--- src/rtl/perf_pkg.sv ---
`timescale 1ns/1ps
package perf_pkg;
  typedef enum logic [2:0] {
    SEL_CYC  = 3'd0,
    SEL_INS  = 3'd1,
    SEL_BUB  = 3'd2,
    SEL_LD   = 3'd3,
    SEL_MISP = 3'd4,
    SEL_RET  = 3'd5,
    SEL_CHG  = 3'd6,
    SEL_NONE = 3'd7
  } rd_sel_e;

  localparam int NUM_CTR = 7;
  localparam int INC_W   = 3;
endpackage

--- src/rtl/perf_sat_ctr.sv ---
`timescale 1ns/1ps
module perf_sat_ctr #(
  parameter int W  = 32,
  parameter int IW = 3
) (
  input  logic          clk,
  input  logic          rst_n,
  input  logic          clr_i,
  input  logic [IW-1:0] inc_i,
  output logic [W-1:0]  cnt_o,
  output logic          lost_o
);
  logic [W:0]   sum;
  logic [W-1:0] cnt_q, cnt_d;
  logic         upd;

  always_comb begin
    sum    = {1'b0, cnt_q} + (W+1)'(inc_i);
    lost_o = sum[W];
    upd    = clr_i | (inc_i != '0);
    if (clr_i)       cnt_d = '0;
    else if (sum[W]) cnt_d = '1;
    else             cnt_d = sum[W-1:0];
  end

  always_ff @(posedge clk or negedge rst_n) begin
    if (!rst_n)   cnt_q <= '0;
    else if (upd) cnt_q <= cnt_d;
  end

  assign cnt_o = cnt_q;
endmodule

--- src/rtl/perf_q_div.sv ---
`timescale 1ns/1ps
module perf_q_div #(
  parameter int NW   = 32,
  parameter int FRAC = 8,
  parameter int QW   = 16
) (
  input  logic          clk,
  input  logic          rst_n,
  input  logic          start_i,
  input  logic [NW-1:0] num_i,
  input  logic [NW-1:0] den_i,
  output logic          busy_o,
  output logic          done_o,
  output logic [QW-1:0] quo_o
);
  localparam int DW = NW + FRAC;
  localparam int CW = $clog2(DW + 1);

  logic [NW-1:0] rem_q, rem_d, den_q, den_d;
  logic [DW-1:0] quo_q, quo_d;
  logic [CW-1:0] cnt_q, cnt_d;
  logic          busy_q, busy_d, done_q, done_d;
  logic [NW:0]   shifted;
  logic [NW+1:0] diff;
  logic          take, accept, upd;

  always_comb begin
    accept  = start_i & ~busy_q;
    shifted = {rem_q, quo_q[DW-1]};
    diff    = {1'b0, shifted} - {2'b00, den_q};
    take    = ~diff[NW+1];
    rem_d   = rem_q;
    quo_d   = quo_q;
    den_d   = den_q;
    cnt_d   = cnt_q;
    busy_d  = busy_q;
    done_d  = done_q;
    if (accept) begin
      rem_d  = '0;
      quo_d  = {num_i, {FRAC{1'b0}}};
      den_d  = den_i;
      cnt_d  = CW'(DW);
      busy_d = 1'b1;
      done_d = 1'b0;
    end else if (busy_q) begin
      rem_d = take ? NW'(diff) : NW'(shifted);
      quo_d = {quo_q[DW-2:0], take};
      cnt_d = cnt_q - 1'b1;
      if (cnt_q == CW'(1)) begin
        busy_d = 1'b0;
        done_d = 1'b1;
      end
    end
    upd = accept | busy_q;
  end

  always_ff @(posedge clk or negedge rst_n) begin
    if (!rst_n) begin
      rem_q  <= '0;
      quo_q  <= '0;
      den_q  <= '0;
      cnt_q  <= '0;
      busy_q <= 1'b0;
      done_q <= 1'b0;
    end else if (upd) begin
      rem_q  <= rem_d;
      quo_q  <= quo_d;
      den_q  <= den_d;
      cnt_q  <= cnt_d;
      busy_q <= busy_d;
      done_q <= done_d;
    end
  end

  generate
    if (DW > QW) begin : g_sat
      assign quo_o = (|quo_q[DW-1:QW]) ? '1 : quo_q[QW-1:0];
    end else begin : g_ext
      assign quo_o = QW'(quo_q);
    end
  endgenerate

  assign busy_o = busy_q;
  assign done_o = done_q;
endmodule

--- src/rtl/perf_penalty_mon.sv ---
`timescale 1ns/1ps
module perf_penalty_mon
  import perf_pkg::*;
#(
  parameter int CNT_W   = 32,
  parameter int FRAC_W  = 8,
  parameter int RATIO_W = 16
) (
  input  logic               clk,
  input  logic               rst_n,
  input  logic               en_i,
  input  logic               clr_i,
  input  logic               retire_ins_i,
  input  logic               retire_bub_i,
  input  logic               ev_load_i,
  input  logic               ev_misp_i,
  input  logic               ev_ret_i,
  input  logic [2:0]         rd_sel_i,
  output logic [CNT_W-1:0]   rd_data_o,
  output logic               ovf_o,
  output logic               mismatch_o,
  input  logic               div_start_i,
  output logic               div_busy_o,
  output logic               div_done_o,
  output logic [RATIO_W-1:0] ratio_o
);
  logic [INC_W-1:0] inc [NUM_CTR];
  logic [CNT_W-1:0] cnt [NUM_CTR];
  logic [NUM_CTR-1:0] lost;
  logic [INC_W-1:0] charge;
  logic ovf_q, ovf_d;
  logic [CNT_W-1:0] cyc_cnt, ins_cnt, bub_cnt, chg_cnt;
  logic [CNT_W:0]   ins_bub_sum;

  always_comb begin
    charge = {2'b00, ev_load_i} + {1'b0, ev_misp_i, 1'b0} + {1'b0, ev_ret_i, ev_ret_i};
    inc[SEL_CYC]  = en_i ? INC_W'(1) : '0;
    inc[SEL_INS]  = en_i ? INC_W'(retire_ins_i) : '0;
    inc[SEL_BUB]  = en_i ? INC_W'(retire_bub_i) : '0;
    inc[SEL_LD]   = en_i ? INC_W'(ev_load_i) : '0;
    inc[SEL_MISP] = en_i ? INC_W'(ev_misp_i) : '0;
    inc[SEL_RET]  = en_i ? INC_W'(ev_ret_i) : '0;
    inc[SEL_CHG]  = en_i ? charge : '0;
  end

  genvar g;
  generate
    for (g = 0; g < NUM_CTR; g++) begin : g_ctr
      perf_sat_ctr #(.W(CNT_W), .IW(INC_W)) u_ctr (
        .clk    (clk),
        .rst_n  (rst_n),
        .clr_i  (clr_i),
        .inc_i  (inc[g]),
        .cnt_o  (cnt[g]),
        .lost_o (lost[g])
      );
    end
  endgenerate

  assign cyc_cnt = cnt[SEL_CYC];
  assign ins_cnt = cnt[SEL_INS];
  assign bub_cnt = cnt[SEL_BUB];
  assign chg_cnt = cnt[SEL_CHG];

  always_comb ovf_d = clr_i ? 1'b0 : (ovf_q | (|lost));

  always_ff @(posedge clk or negedge rst_n) begin
    if (!rst_n) ovf_q <= 1'b0;
    else        ovf_q <= ovf_d;
  end
  assign ovf_o = ovf_q;

  always_comb begin
    ins_bub_sum = {1'b0, ins_cnt} + {1'b0, bub_cnt};
    mismatch_o  = ({1'b0, cyc_cnt} != ins_bub_sum) || (chg_cnt != bub_cnt);
  end

  always_comb begin
    case (rd_sel_e'(rd_sel_i))
      SEL_CYC:  rd_data_o = cnt[SEL_CYC];
      SEL_INS:  rd_data_o = cnt[SEL_INS];
      SEL_BUB:  rd_data_o = cnt[SEL_BUB];
      SEL_LD:   rd_data_o = cnt[SEL_LD];
      SEL_MISP: rd_data_o = cnt[SEL_MISP];
      SEL_RET:  rd_data_o = cnt[SEL_RET];
      SEL_CHG:  rd_data_o = cnt[SEL_CHG];
      default:  rd_data_o = '0;
    endcase
  end

  perf_q_div #(.NW(CNT_W), .FRAC(FRAC_W), .QW(RATIO_W)) u_div (
    .clk     (clk),
    .rst_n   (rst_n),
    .start_i (div_start_i),
    .num_i   (bub_cnt),
    .den_i   (ins_cnt),
    .busy_o  (div_busy_o),
    .done_o  (div_done_o),
    .quo_o   (ratio_o)
  );
endmodule

--- config.mk ---
export PLATFORM = sky130hd
export DESIGN_NAME = perf_penalty_mon
export DESIGN_NICKNAME = d
export VERILOG_FILES = /design/src/rtl/perf_pkg.sv /design/src/rtl/perf_sat_ctr.sv /design/src/rtl/perf_q_div.sv /design/src/rtl/perf_penalty_mon.sv
export SDC_FILE = /design/constraint.sdc
export NUM_CORES = 1
export LEC_CHECK = 0
export ABC_AREA = 1
export BUFFER_PORTS_ARGS = -buffer_cell sky130_fd_sc_hd__buf_4
export CAP_MARGIN = 20
export CORE_MARGIN = 2
export CORE_UTILIZATION = 50
export DETAILED_ROUTE_END_ITERATION = 10
export GPL_TIMING_DRIVEN = 1
export PLACE_DENSITY = 0.68
export SLEW_MARGIN = 10
export SYNTH_ARGS = -nofsm -noshare
export SYNTH_HDL_FRONTEND = slang
export SYNTH_SLANG_ARGS = --single-unit
--- constraint.sdc ---
create_clock -name clk -period 2.4 [get_ports clk]
set_input_delay 0.24 -clock clk [delete_from_list [all_inputs] [get_ports clk]]
set_output_delay 0.24 -clock clk [all_outputs]
set_load 0.005 [all_outputs]
* After elaboration in Yosys (flattened, before gate mapping) *
Cells that the tools add are included.

word-level totals
  flip-flop bits (word level) = 337
  bits of input ports = 13
  output and inout port bits = 52
  logic and storage cells = 100

cells by class
  add/subtract/negate cells = 12
  equal/unequal tests = 9
  mux-type cells = 37
  bitwise operators = 12
  reductions and logical operators = 16

operators with widths
  operator                                             count
  two-way mux 32 bit                                   17
  case mux 32 bit (7 select lines)                     1
  adder 32 x 1 -> 33 bit                               6
  two-way mux 40 bit                                   2
  subtractor 33 x 32 -> 34 bit                         1
  adder 32 x 3 -> 33 bit                               1
  adder 32 x 32 -> 33 bit                              1
  != test 32 x 33 -> 1 bit                             1
  != test 32 bit                                       1
  OR reduction 24 bit                                  1
  nonzero test 3 bit                                   7
  two-way mux 16 bit                                   1
  two-way mux 1 bit                                    13
  two-way mux 6 bit                                    2
  equality test 3 bit, second input constant           3
  OR 1 bit                                             9
  OR reduction 7 bit                                   1
  equality test 3 x 2 -> 1 bit, second input constant  2
  equality test 6 x 1 -> 1 bit, second input constant  1
  subtractor 6 x 1 -> 6 bit, second input constant     1
  AND reduction 2 bit                                  2
  nonzero test 2 bit                                   2
  adder 1 x 2 -> 3 bit                                 1
  adder 3 x 2 -> 3 bit                                 1
  7 further kinds                                      8

* Longest topological paths before layout *
  depth after elaboration = 7
  gate-level depth with buffers = 20
  depth with buffers taken out = 20

* Hierarchy *
From an unflattened synthesis, not the netlist that was laid out.

second synthesis, totals
  cells, all modules = 4700
  area total of the unflattened synthesis = 29624.7 µm²

modules (own cells, without submodules)
  module                             times used  cells an instance  area each (µm²)  seq. area each (µm²)
  perf_sat_ctr (g_ctr[0].u_ctr ...)  4           362                2423.6           800.8
  perf_q_div                         1           1136               7757.4           2802.7
  perf_sat_ctr (g_ctr[4].u_ctr ...)  3           380                2442.3           800.8
  perf_penalty_mon                   1           976                4845.9           25.0

* Least setup slack after synthesis *
Ideal clock, no wire load.

  kind = input -> register
  start point = in ev_load_i
  end point = reg g_ctr[6].u_ctr.cnt_q[28]
  library setup time = 0.133 ns
  arrival time = 2.486 ns
  required time = 2.267 ns
  path slack = -0.219 ns
  stages = 16
  path buffers = 0
  path through = ha_1 -> fa_1 -> nand2_1 -> inv_1 -> ha_1 -> nand2_1 -> a21oi_2 -> nand3_2 -> nor3_4 -> nand2_2 -> nor3_4 -> nand2_1 -> xor2_1 -> nand2_1 -> nand2_1 -> o21ai_0

between the ends
  cells in the longest elaborated chain, start to end = 6
  elaborated cells on any way between the ends = 8
  classes of those cells = 3 x add/sub; 3 x mux; 1 x bitwise; 1 x reduce/logical

ends and longest elaborated chain
  item                      RTL line                RTL
  start: declaration        perf_penalty_mon.sv:15  input logic ev_load_i,
  adder 1 x 2 -> 3 bit (*)  perf_penalty_mon.sv:36  charge = {2'b00, ev_load_i} + {1'b0, ev_misp_i, 1'b0} + {1'b0, ev_ret_i, ev_ret_i};
  adder 3 x 2 -> 3 bit (*)  perf_penalty_mon.sv:36
  two-way mux 3 bit (*)     perf_penalty_mon.sv:43  inc[SEL_CHG] = en_i ? charge : '0;
  adder 32 x 3 -> 33 bit    perf_sat_ctr.sv:18      sum = {1'b0, cnt_q} + (W+1)'(inc_i);
  two-way mux 32 bit        perf_sat_ctr.sv:22      else if (sum[W]) cnt_d = '1;
  two-way mux 32 bit        perf_sat_ctr.sv:21      if (clr_i) cnt_d = '0;
  end signal: assignment    perf_sat_ctr.sv:28      else if (upd) cnt_q <= cnt_d;
  end: declaration          perf_sat_ctr.sv:14      logic [W-1:0] cnt_q, cnt_d;

Mark *: on every way between the ends. The rest lies on a longest branch, timed or not.
A chain may end at the register's enable or synchronous reset.

* Final worst setup path *
  start point = reg g_ctr[1].u_ctr.cnt_q[0]
  end point = out mismatch_o

between the ends
  cells in the longest elaborated chain, start to end = 3

ends and longest elaborated chain
  item                      RTL line                RTL
  start: declaration        perf_sat_ctr.sv:14
  start signal: assignment  perf_sat_ctr.sv:28
  adder 32 x 32 -> 33 bit   perf_penalty_mon.sv:74  ins_bub_sum = {1'b0, ins_cnt} + {1'b0, bub_cnt};
  != test 32 x 33 -> 1 bit  perf_penalty_mon.sv:75  mismatch_o = ({1'b0, cyc_cnt} != ins_bub_sum) || (chg_cnt != bub_cnt);
  logical OR 1 bit          perf_penalty_mon.sv:75
  end: declaration          perf_penalty_mon.sv:21  output logic mismatch_o,

Every way passes these cells.

==> reports/metrics.csv <==
metric,value,unit
antenna_found_initial,3,
cts_max_level,2,
die-area,53300,um^2
ys_types,58,
crit_path_end_kind,output pin,
first_pass_iters,8,
synth_warnings,0,
slew_headroom,53.2,%
min_period,3420,ps
slew_violations,0,
slowest_stage,fa_1,
fp-row-count,83,
synth_ff_type,dfrtp_1,
totalPowerFinal,13.4,mW
syn_area,25700,um^2
place_hpwl,81200,um
root_buffer,clkbuf_16,
yosysSeqAreaShare,32.8,%
crit_type,flop to output pin,
critPathArrivalTime,3180,ps
cts.path.max_buffers,3,
die_h,231,um
gp_congestion,1.03,
synth_top_area_cell,dfrtp_1,
critPathBufInv,3,
placed_cells,4983,
share_seq_of_total_power,42.7,%
setup_viol,9,
whs,148,ps
critPathMaxStageDelay,500,ps
switchingPower,3.36,mW
wl_per_cell,20.8,um
ys_ff_latch,337,
clock_latency,590,ps
syn_area_per_cell,6.83,um^2
rsz0062_at_grt,true,
cts_tree,built,
viasPerCell,5.77,
fin_util,68.9,%
path_delay_family,simple AND/OR/NAND/NOR gates,
synth.most_common_cell,nand2_1,
ant_nets,0,
netlist_top_cells_area,"dfrtp_1, nand2_1, o21ai_0, inv_1, xor2_1",
finClkSkew,32.7,ps
routed_wl,107000,um
path_max_fanout,2,
io-pin-count,65,
syn_nets,3870,
ir_drop,526,uV
status,"complete, but fails checks",
drive_gt1_share,27.3,%
grt_pass1_vias,27051,
failed_checks,negative setup slack,
synth_common_cells,"nand2_1, inv_1, o21ai_0, dfrtp_1, nor2_1",
worst_slack,-1020,ps
fmax,0.292,GHz
io_buffer_count,64,
switching_share,25.0,%
grt_max_degree,69,
overflow,0,
intPower,10.1,mW
area_growth_syn_to_layout,36.7,%
start_util,50.4,%
nets,4520,
route.detailed.drc,0,
worst_pin_slew,694,ps
nFillCells,4364,
hold_viol_final,0,
p_leak,16.4,nW
die_x,231,um
cts_sinks,337,
seq_area,8450,um^2
clkPwrFrac,50.9,%
drv_cap,0,
synth_top_area_share,32.8,%
synth_enable_flop_cells,0,
clk_pin_slew,60,ps
multiInputGateArea,16600,um^2
stdcell_count,5136,
required,2160,ps
syn_inst,3771,
setup-tns-final,-1250,ps
vias,29635,
p_comb_share,6.5,%
path_cells,ha_2 > inv_2 > fa_1 > inv_1 > nand2_1 > nand2_1 > nor2_1 > nand2_1 > nor2_1 > nand2_1 > nor2_2 > nand2_1 > nor2_1 > nand3_1 > nor2_2 > nand4_1 > nor2_1 > nand3_1 > buf_4,
final.period_utilization,143,%
track_usage,38.2,%
crit_top_cell,nand2_1,
critPathLaunchType,flop,
numCtsBuffers,41,
async_flop_share,100,%
grt_pass1_wl,156000,um
drtIter0Drc,3210,
core,51100,um^2
hp-class,input port to flop,
p_per_area,381,nW/um^2
worst paths after layout:
path                            cells past startpoint                                 from  slack (ps)                              endpoint
worst min-delay path                                5                                 en_i         150  g_ctr[0].u_ctr.cnt_o[26]$_DFFE_PN0P_
worst max-delay path                               19  g_ctr[1].u_ctr.cnt_o[0]$_DFFE_PN0P_       -1020                            mismatch_o
min in group asynchronous                           2                                rst_n         220  g_ctr[4].u_ctr.cnt_o[11]$_DFFE_PN0P_
worst min register to register                      2          u_div.den_q[22]$_DFFE_PN0P_         490           u_div.den_q[22]$_DFFE_PN0P_
max in group asynchronous                           3                                rst_n        1270  g_ctr[2].u_ctr.cnt_o[24]$_DFFE_PN0P_
worst max register to register                     17  g_ctr[1].u_ctr.cnt_o[0]$_DFFE_PN0P_         -90  g_ctr[1].u_ctr.cnt_o[31]$_DFFE_PN0P_
layout by cell type, fill, tap and decap left out, types with 10 or more instances in the layout:
cell type   count
o221ai_2       10
ha_4           31
nand3b_1       13
xnor2_1        22
nor4_1         22
o21ai_2        22
nor3_1        104
buf_4         636
clkbuf_16      45
a211oi_2       10
nor3_2         24
dfrtp_1       327
a22oi_1        12
a21oi_1       110
nor2_1        204
inv_2          37
buf_6          55
inv_1         477
nand2_2        54
o211ai_1       33
clkinvlp_4     17
ha_1           48
dfrtp_2        10
nand3_2        24
xor2_1        137
nand3_1       150
o21ai_1        89
o21ai_0       303
nor2_2         31
nor3_4         14
nand4_1        65
a21oi_2        36
buf_12         14
nand2_1       956
nand2_4        17
o22ai_1        89
nor2_4         37
o221ai_1       20
through the flow:
| step | instance area [um^2] | worst slack (ps) |
|---|---|---|
| 6_report | 35200 | -1020 |
| 5_1_grt | 35200 | -1210 |
| 4_1_cts | 33000 | -979 |
| 3_5_place_dp | 31200 | -474 |
| 3_3_place_gp | 31200 | -454 |
| 2_1_floorplan | 25800 | -110 |
power by group through the flow:
| stage | clock network (mW) | registers [mW] | logic [mW] |
|---|---|---|---|
| floorplan | 0 | 5.83 | 0.314 |
| global placement | 0 | 5.83 | 0.766 |
| detailed placement | 0 | 5.83 | 0.771 |
| CTS | 6.84 | 5.72 | 0.783 |
| global route | 7.07 | 5.72 | 0.928 |
| finish | 6.82 | 5.73 | 0.865 |
registers in the layout, summed over array words and instances, names as in the netlist:
register,cells
u_div.rem_q,32
u_div.quo_q,40
u_div.cnt_q,6
ovf_o,1
u_div.busy_o,1
u_div.den_q,32
g_ctr.u_ctr.cnt_o,224
u_div.done_o,1
logic make-up (layout without fill, tap and decap cells):
logic type | after synthesis | count (layout) | synth area share [%]
adders and majority gates | 86 | 86 | 4.30
AOI/OAI and AO/OA | 794 | 794 | 17.5
DFF | 337 | 337 | 32.8
xor gates and xnor gates | 161 | 161 | 5.48
other | 0 | 2 | 0
buffers and inverters | 642 | 1324 | 9.54
and+or+nand+nor | 1751 | 1752 | 30.4
metal layers:
layer / up-vias / global-route usage (%) / wire (um)
li1: 13834 / - / -
met1: 13933 / 50.3 / 42300
met2: 1507 / 58.8 / 46800
met3: 359 / 6.58 / 10100
met4: 2 / 22.8 / 7800
met5: - / 0 / 11
final cells by class:
cell class | instances | share of cell area, %
inverter | 533 | 5.84
timing repair inverter | 2 | 0.0462
multi-input combinational | 2793 | 47.0
clock buffer | 55 | 3.41
antenna | 2 | 0.0142
clock inverter | 21 | 0.736
sequential | 337 | 24.0
tap | 680 | 2.42
timing repair buffer | 713 | 16.5
what timing repair did:
action                     4_1_cts  5_1_grt
setup endpoints to repair       61      204
resized for setup               68      453
hold buffers                     1        0
buffers inserted                 7       68
gates cloned                     1        6
pin swaps                       14      135
hold endpoints to repair        53        0
worst min-delay path, delay by kind of cell:
family | cells | cell delay [ps]
buffers and inverters | 2 | 300
AND/OR/NAND/NOR | 3 | 150
Note: power is estimated with default switching activity, not from simulation.
